File: src/rtl/gpio_pkg.sv
package gpio_pkg;
  localparam int unsigned ADDR_W = 3;

  typedef enum logic [ADDR_W-1:0] {
    REG_PORT = 3'd0,
    REG_LAT  = 3'd1,
    REG_DIR  = 3'd2,
    REG_CTRL = 3'd3,
    REG_ANA  = 3'd4
  } regSel_e;

  // strobes from control to datapath
  typedef struct packed {
    logic    wrPort;
    logic    wrLat;
    logic    wrDir;
    logic    wrAna;
    logic    rdPort;
    logic    rdEn;
    regSel_e rdSel;
  } dpStrobe_t;
endpackage

File: src/rtl/gpio_ctl.sv
module gpio_ctl
  import gpio_pkg::*;
#(
  parameter int unsigned WIDTH = 8
) (
  input  logic                clk,
  input  logic                rstN,
  input  logic [ADDR_W-1:0]   busAddr,
  input  logic                busWr,
  input  logic                busRd,
  input  logic [WIDTH-1:0]    busWdata,
  input  logic                mismatch,
  output dpStrobe_t           stb,
  output logic                chgFlag,
  output logic                pullN
);
  regSel_e sel;
  logic    wrCtrl;

  assign sel = regSel_e'(busAddr);

  always_comb begin
    stb        = '0;
    wrCtrl     = 1'b0;
    stb.rdEn   = busRd;
    stb.rdSel  = sel;
    stb.rdPort = busRd && (sel == REG_PORT);
    if (busWr) begin
      case (sel)
        REG_PORT: stb.wrPort = 1'b1;
        REG_LAT:  stb.wrLat  = 1'b1;
        REG_DIR:  stb.wrDir  = 1'b1;
        REG_CTRL: wrCtrl     = 1'b1;
        REG_ANA:  stb.wrAna  = 1'b1;
        default:  ;
      endcase
    end
  end

  // a pending mismatch overrides a software clear in the same cycle
  always_ff @(posedge clk) begin
    if (!rstN) begin
      chgFlag <= 1'b0;
      pullN   <= 1'b1;
    end else begin
      if (mismatch)
        chgFlag <= 1'b1;
      else if (wrCtrl && !busWdata[0])
        chgFlag <= 1'b0;
      if (wrCtrl)
        pullN <= busWdata[WIDTH-1];
    end
  end
endmodule

File: src/rtl/gpio_dp.sv
module gpio_dp
  import gpio_pkg::*;
#(
  parameter int unsigned WIDTH       = 8,
  parameter int unsigned CHG_LO      = 4,
  parameter int unsigned SYNC_STAGES = 2,
  parameter logic [WIDTH-1:0] ANA_RESET = 8'h13
) (
  input  logic             clk,
  input  logic             rstN,
  input  dpStrobe_t        stb,
  input  logic [WIDTH-1:0] busWdata,
  input  logic [WIDTH-1:0] padIn,
  input  logic             chgFlag,
  input  logic             pullN,
  output logic [WIDTH-1:0] rdData,
  output logic [WIDTH-1:0] padOut,
  output logic [WIDTH-1:0] padOe,
  output logic [WIDTH-1:0] padPull,
  output logic             mismatch
);
  localparam int unsigned CHG_W = WIDTH - CHG_LO;

  logic [WIDTH-1:0] syncPipe [SYNC_STAGES];
  logic [WIDTH-1:0] syncIn, portView, latReg, dirReg, anaReg, rdNext;
  logic [CHG_W-1:0] snapReg, diffBits;

  always_ff @(posedge clk) begin
    if (!rstN) begin
      for (int s = 0; s < SYNC_STAGES; s++) syncPipe[s] <= '0;
    end else begin
      syncPipe[0] <= padIn;
      for (int s = 1; s < SYNC_STAGES; s++) syncPipe[s] <= syncPipe[s-1];
    end
  end

  assign syncIn   = syncPipe[SYNC_STAGES-1];
  assign portView = syncIn & ~anaReg;

  always_ff @(posedge clk) begin
    if (!rstN) begin
      latReg  <= '0;
      dirReg  <= '1;
      anaReg  <= ANA_RESET;
      snapReg <= '0;
    end else begin
      if (stb.wrPort || stb.wrLat) latReg <= busWdata;
      if (stb.wrDir)               dirReg <= busWdata;
      if (stb.wrAna)               anaReg <= busWdata;
      if (stb.wrPort || stb.rdPort) snapReg <= portView[WIDTH-1:CHG_LO];
    end
  end

  // compare only digital inputs of the upper group against the snapshot
  assign diffBits = (portView[WIDTH-1:CHG_LO] ^ snapReg) & dirReg[WIDTH-1:CHG_LO];
  assign mismatch = |diffBits;

  genvar i;
  generate
    for (i = 0; i < WIDTH; i++) begin : g_pin
      assign padOut[i]  = latReg[i];
      assign padOe[i]   = ~dirReg[i];
      assign padPull[i] = dirReg[i] & ~pullN;
    end
  endgenerate

  always_comb begin
    rdNext = '0;
    case (stb.rdSel)
      REG_PORT: rdNext = portView;
      REG_LAT:  rdNext = latReg;
      REG_DIR:  rdNext = dirReg;
      REG_CTRL: begin
        rdNext[WIDTH-1] = pullN;
        rdNext[0]       = chgFlag;
      end
      REG_ANA:  rdNext = anaReg;
      default:  rdNext = '0;
    endcase
  end

  always_ff @(posedge clk) begin
    if (!rstN)         rdData <= '0;
    else if (stb.rdEn) rdData <= rdNext;
  end
endmodule

File: src/rtl/gpio_chg_port.sv
module gpio_chg_port
  import gpio_pkg::*;
#(
  parameter int unsigned WIDTH       = 8,
  parameter int unsigned CHG_LO      = 4,
  parameter int unsigned SYNC_STAGES = 2,
  parameter logic [WIDTH-1:0] ANA_RESET = 8'h13
) (
  input  logic              clk,
  input  logic              rstN,
  input  logic [ADDR_W-1:0] busAddr,
  input  logic              busWr,
  input  logic              busRd,
  input  logic [WIDTH-1:0]  busWdata,
  output logic [WIDTH-1:0]  rdData,
  input  logic [WIDTH-1:0]  padIn,
  output logic [WIDTH-1:0]  padOut,
  output logic [WIDTH-1:0]  padOe,
  output logic [WIDTH-1:0]  padPull,
  output logic              chgIrq,
  output logic              wakeReq
);
  dpStrobe_t stb;
  logic      chgFlag, pullN, mismatch;

  gpio_ctl #(.WIDTH(WIDTH)) u_ctl (
    .clk(clk), .rstN(rstN), .busAddr(busAddr), .busWr(busWr), .busRd(busRd),
    .busWdata(busWdata), .mismatch(mismatch), .stb(stb), .chgFlag(chgFlag),
    .pullN(pullN)
  );

  gpio_dp #(
    .WIDTH(WIDTH), .CHG_LO(CHG_LO), .SYNC_STAGES(SYNC_STAGES), .ANA_RESET(ANA_RESET)
  ) u_dp (
    .clk(clk), .rstN(rstN), .stb(stb), .busWdata(busWdata), .padIn(padIn),
    .chgFlag(chgFlag), .pullN(pullN), .rdData(rdData), .padOut(padOut),
    .padOe(padOe), .padPull(padPull), .mismatch(mismatch)
  );

  assign chgIrq  = chgFlag;
  assign wakeReq = chgFlag;
endmodule

File: config.mk
export PLATFORM = sky130hd
export DESIGN_NAME = gpio_chg_port
export DESIGN_NICKNAME = d
export VERILOG_FILES = /design/src/rtl/gpio_pkg.sv /design/src/rtl/gpio_ctl.sv /design/src/rtl/gpio_dp.sv /design/src/rtl/gpio_chg_port.sv
export SDC_FILE = /design/constraint.sdc
export NUM_CORES = 1
export LEC_CHECK = 0
export BUFFER_PORTS_ARGS = -buffer_cell sky130_fd_sc_hd__buf_2
export CORE_UTILIZATION = 40
export CTS_CLUSTER_SIZE = 12
export DETAILED_ROUTE_END_ITERATION = 12
export GPL_TIMING_DRIVEN = 0
export RECOVER_POWER = 100
export SYNTH_ARGS = -nofsm -noshare
export SYNTH_HDL_FRONTEND = slang
export SYNTH_SLANG_ARGS = --single-unit
File: constraint.sdc
create_clock -name clk -period 1.7 [get_ports clk]
set_input_delay 0.085 -clock clk [delete_from_list [all_inputs] [get_ports clk]]
set_output_delay 0.085 -clock clk [all_outputs]
set_load 0.01 [all_outputs]
Word level (Yosys, flattened, before mapping)
Memories as Yosys holds them, arrays and structs flattened.
Index checks and enable logic that the tools add are counted.
{ "totals": {"mem_count": 1, "mem_bits_rw": 16, "reg_bits": 38, "wordCells": 59, "inputBits": 23, "output_inout_bits": 34} }
{ "mem_list": {"columns": ["memory", "words", "width", "rd", "rd_ports_with_merged_regs", "wr", "line", "rtl"], "rows": [
  ["u_dp.syncPipe", 2, 8, 2, 0, 2, "gpio_dp.sv:24", "logic [WIDTH-1:0] syncPipe [SYNC_STAGES];"]
]} }
{ "classes": {"n_eq_ne": 4, "n_reduce_logical": 8, "n_mux": 16, "bitwise": 23} }
{ "ops": {"columns": ["cell", "n"], "rows": [
  ["6-bit case mux with 4 select lines", 1],
  ["8-bit two-way mux", 2],
  ["1-bit two-way mux", 10],
  ["1-bit case mux with 5 select lines", 2],
  ["1-bit NOT", 9],
  ["1-bit AND", 8],
  ["8-bit AND", 1],
  ["8-bit NOT", 1],
  ["3-bit by 2-bit equality test with 1-bit output (second input constant)", 2],
  ["4-bit AND", 1],
  ["4-bit two-way mux", 1],
  ["4-bit OR reduction", 1],
  ["4-bit XOR", 1],
  ["3-bit by 1-bit equality test with 1-bit output (second input constant)", 1],
  ["3-bit equality test (second input constant)", 1],
  ["3-bit zero test", 1],
  ["1-bit logical AND", 2],
  ["1-bit logical OR", 2],
  ["1-bit OR", 2],
  ["2-bit nonzero test", 1],
  ["1-bit zero test", 1]
]} }

Depth between registers and ports, before layout
{ "logic_depth": {"ltp_word": 6, "mapped_depth": 7, "ltp_nobuf": 4} }

Modules after synthesis
A second synthesis with hierarchy kept.
{ "unflattened": {"cells_unflattened": 271, "hier_area_um2": 2397.3} }
{ "modules_own_cells": {"columns": ["module", "area_each_um2", "n_inst", "cells_each", "seq_area_each_um2"], "rows": [
  ["gpio_dp", 2222.1, 1, 251, 1041.0],
  ["gpio_ctl", 167.7, 1, 19, 40.0],
  ["gpio_chg_port", 7.5, 1, 1, 0.0]
]} }

Worst setup path before layout
No wires, ideal clock.
{ "synth_path": {"path_kind": "flip-flop to flip-flop", "start": "reg u_ctl.pullN", "end": "reg u_dp.rdData[7]", "n_path_buf": 1, "synth_period_minus_slack_ps": 1178, "t_required_ps": 1583, "arrival_ps": 1061, "slack_ps": 522, "path_stages_with_launch": 6, "setup_ps": 117, "path_cell_list": "dfxtp_1 > clkbuf_1 > mux2_2 > nand3b_1 > o221ai_1 > a22o_1"} }
{ "synth_between": {"elab_chain_len": 1} }
{ "synth_rtl": {"columns": ["element", "line", "rtl"], "rows": [
  ["start: declaration", "gpio_ctl.sv:15", "output logic pullN"],
  ["start signal: assignment", "gpio_ctl.sv:51", "pullN <= busWdata[WIDTH-1];"],
  ["1-bit case mux with 5 select lines", "gpio_dp.sv:69", "case (stb.rdSel)"],
  ["end signal: assignment", "gpio_dp.sv:84", "else if (stb.rdEn) rdData <= rdNext;"],
  ["end: declaration", "gpio_dp.sv:16", "output logic [WIDTH-1:0] rdData,"]
]} }
Every way passes these cells.
A chain may end at the register's enable or synchronous reset.

Worst setup path after layout
Ends and elaborated chain as after synthesis.

==> impl_results.md <==
* Starting density of the core at 41.6%
* Area growth from synthesis to layout at 20.3%
* Hold slack at 0.0242 ns
* Reg-to-reg critical path startpoint: u_ctl.pullN
* GPL Wtd Cong at 0.781
* Clock latency at the later pin of the worst-skew pair at 0.31 ns
* DRT Wirelength at 5.95 mm
* Period utilization at 88.4%
* I/O Buffers at 55
* Synth unique cells at 36
* Detail Route Antenna Nets at 0
* Die area at 6030 um2
* Worst-Margin Slew at 0.702 ns
* # rows at 27
* Wire length on met1 at 2.78 mm
* Synth Warn # at 0
* Status: completed
* Total negative slack at 0 ns
* WP data arrival at 1.75 ns
* Met2 Wirelength at 2.78 mm
* CP startpoint kind: flip-flop
* EDFF count, synth at 0
* Final hold vios at 0
* Initial antenna violation count at 0
* DR vias/cell at 4.96
* Pre-CTS setup slack at 0.161 ns
* Core area at 5510 um2
* Vias in the first global route at 1816
* Clock skew at 0.0102 ns
* Total track usage at 20.3%
* Commonest non-fill, non-tap cell in the layout: dfxtp_1
* Worst Hold Path Cells at 3
* CTS Buf Count at 5
* Total number of vias at 1949
* Ys async rst share at 0%
* Crit path cell chain: clkbuf_1 -> mux2_2 -> nand3b_1 -> o221ai_1 -> a22o_1
* CP max stage delay at 0.52 ns
* Clock-pin transition on the worst setup and hold timing paths at 0.10 ns
* Peak supply drop at 0.423 mV
* Crit-path max FO at 10
* Pwr Density at 865 nW/um2
* CTS tree: built
* Achievable frequency at 666 MHz
* Post-Syn Instances at 250
* Post-CTS sizing at 0
* Main synth FF type: dfxtp_1
* Clk sink count at 54
* Non-Filler Instances at 393
* Largest net degree at the start of global routing at 17
* Min Tclk post-route at 1.50 ns
* Final worst setup slack at 0.198 ns
* Filler cell count at 573
* Storage element area at 1080 um2
* Die Wd at 77.6 um
* WP data required at 1.95 ns
* Post-DP HPWL at 4.09 mm
* Number of synthesized register bits at 54
* Cell Area, Synth at 2290 um2
* Critical path class: flip-flop to flip-flop
* Worst hold path endpoint: u_dp.anaReg[6]
* Iter 0 DRT Violations at 86
* Synthesized area per cell at 9.15 um2
* Max-cap violations at 0
* Root buffer cell: clkbuf_8
* Met3 WL at 334 um
* LEAKAGE at 1.18 nW
* Clock Path Buffers at 2
* Post-Syn Nets at 273
* Final core occ at 50.0%
* # diodes at 0
* Detailed Routing Iterations Pass 1 at 4
* Min-Delay Startpoint: busWdata[6]
* Die height at 77.6 um
* Multi-input gate area at 1050 um2
* Wire length per cell at 15.1 um
* Sequential area share after synthesis at 47.2%
* Share of cells above drive strength 1 at 13.4%
* Hold crit path type: input pin to flip-flop
* Reg2reg end: u_dp.rdData[7]
* Reg2reg path depth at 5
* DRC Markers at 0
* Endpoints failing setup at 0
* R2R Setup Slk at 0.20 ns
* CP endpoint kind: flip-flop
* Crit-path slowest cell: clkbuf_1
* Total grt overflow at 0
* Setup Fix Bufs, Post-CTS at 0
* Commonest non-fill, non-tap cells in the layout: 54 x dfxtp_1, 44 x clkbuf_1, 36 x nand2_1, 26 x nor2_1, 22 x buf_2
* Final slew viol count at 0
* First-pass GRT wire length at 9.18 mm
* Top sig layer: met4
* Number of H-tree levels at 2
* RSZ-0062 raised after global routing: no
* Io pins at 57
* Layout net count at 343
* Rel. slew slack at 53.2%
* Placed Cells at 377
==> area by class of cell <==
type / instances / share of cell area [%]
Buffer: 16 / 3.27
Clock inverter: 1 / 0.318
Multi-Input combinational cell: 171 / 38.2
Clock buffer: 7 / 3.14
Timing Repair Buffer: 63 / 11.3
Inverter: 9 / 1.23
Sequential cell: 54 / 39.3
Tap cell: 72 / 3.27
==> worst max-delay path by stage <==
stage,from,end,slack (ns),cells past startpoint
CTS,u_ctl.pullN,u_dp.rdData[7],0.19,5
global placement,rstN,u_dp.dirReg[4],0.21,4
finish,u_ctl.pullN,u_dp.rdData[7],0.20,5
floorplan,u_ctl.pullN,u_dp.rdData[7],0.52,5
global route,busAddr[2],u_dp.dirReg[7],0.08,7
detailed placement,rstN,u_dp.dirReg[6],0.16,4
==> logic make-up (layout without fill, tap and decap cells) <==
logic type | after synthesis | after routing | share of synthesized area, %
XOR/XNOR | 4 | 4 | 1.53
AO/OA/AOI/OAI | 49 | 49 | 16.4
multiplexers | 18 | 18 | 8.04
buffers and inverters | 25 | 96 | 6.07
flip-flops | 54 | 54 | 47.2
AND/OR/NAND/NOR | 100 | 100 | 20.7
==> per-layer routing <==
layer | GRT usage, % | up-vias
met5 | 0 | -
met2 | 34.2 | 66
met4 | 6.42 | 0
met1 | 26.4 | 891
met3 | 3.41 | 7
li1 | - | 985
==> report_power, final <==
group | leakage [nW] | internal (mW) | switching [mW]
Clock | 0.0489 | 0.338 | 0.425
Combinational | 0.690 | 0.124 | 0.163
Sequential | 0.441 | 1.31 | 0.0236
Total | 1.18 | 1.77 | 0.611
==> Yosys cell counts, drive strengths merged (5+ instances only) <==
| library cell | number | area share (%) |
|---|---|---|
| a21oi | 9 | 2.0 |
| a22oi | 5 | 1.6 |
| and2 | 19 | 5.2 |
| buf | 10 | 3.6 |
| clkbuf | 6 | 0.98 |
| dfxtp | 54 | 47 |
| inv | 9 | 1.5 |
| mux2i | 15 | 6.6 |
| nand2 | 36 | 5.9 |
| nor2 | 26 | 4.3 |
| nor2b | 6 | 1.6 |
| o211ai | 9 | 4.7 |
| o21ai | 10 | 2.2 |
==> stage by stage <==
step           total power [mW]  cell area, um2
2_1_floorplan              1.53            2290
3_3_place_gp               1.64            2650
3_5_place_dp               1.65            2650
4_1_cts                    2.41            2830
5_1_grt                    2.47            2750
6_report                   2.38            2750
==> critical path: cells and delay by family (launching register included) <==
kind / cells / cell delay [ns]
AO/OA/AOI/OAI: 2 / 0.27
buffers and inverters: 1 / 0.52
flip-flops: 1 / 0.32
multiplexers: 1 / 0.28
AND/OR/NAND/NOR: 1 / 0.08
==> sequential cells by signal, indices dropped and copies added (netlist names) <==
signal / cells
u_dp.dirReg: 8
u_ctl.pullN: 1
u_dp.padOut: 8
u_dp.syncPipe: 16
u_ctl.chgFlag: 1
u_dp.snapReg: 4
u_dp.anaReg: 8
u_dp.rdData: 8
==> repair_timing <==
action / in CTS / in global routing
hold buffers: 8 / 0
endpoints found under the hold margin: 8 / 0
endpoints found under the setup margin: 0 / 0
Note: power is estimated with default switching activity, not from simulation.
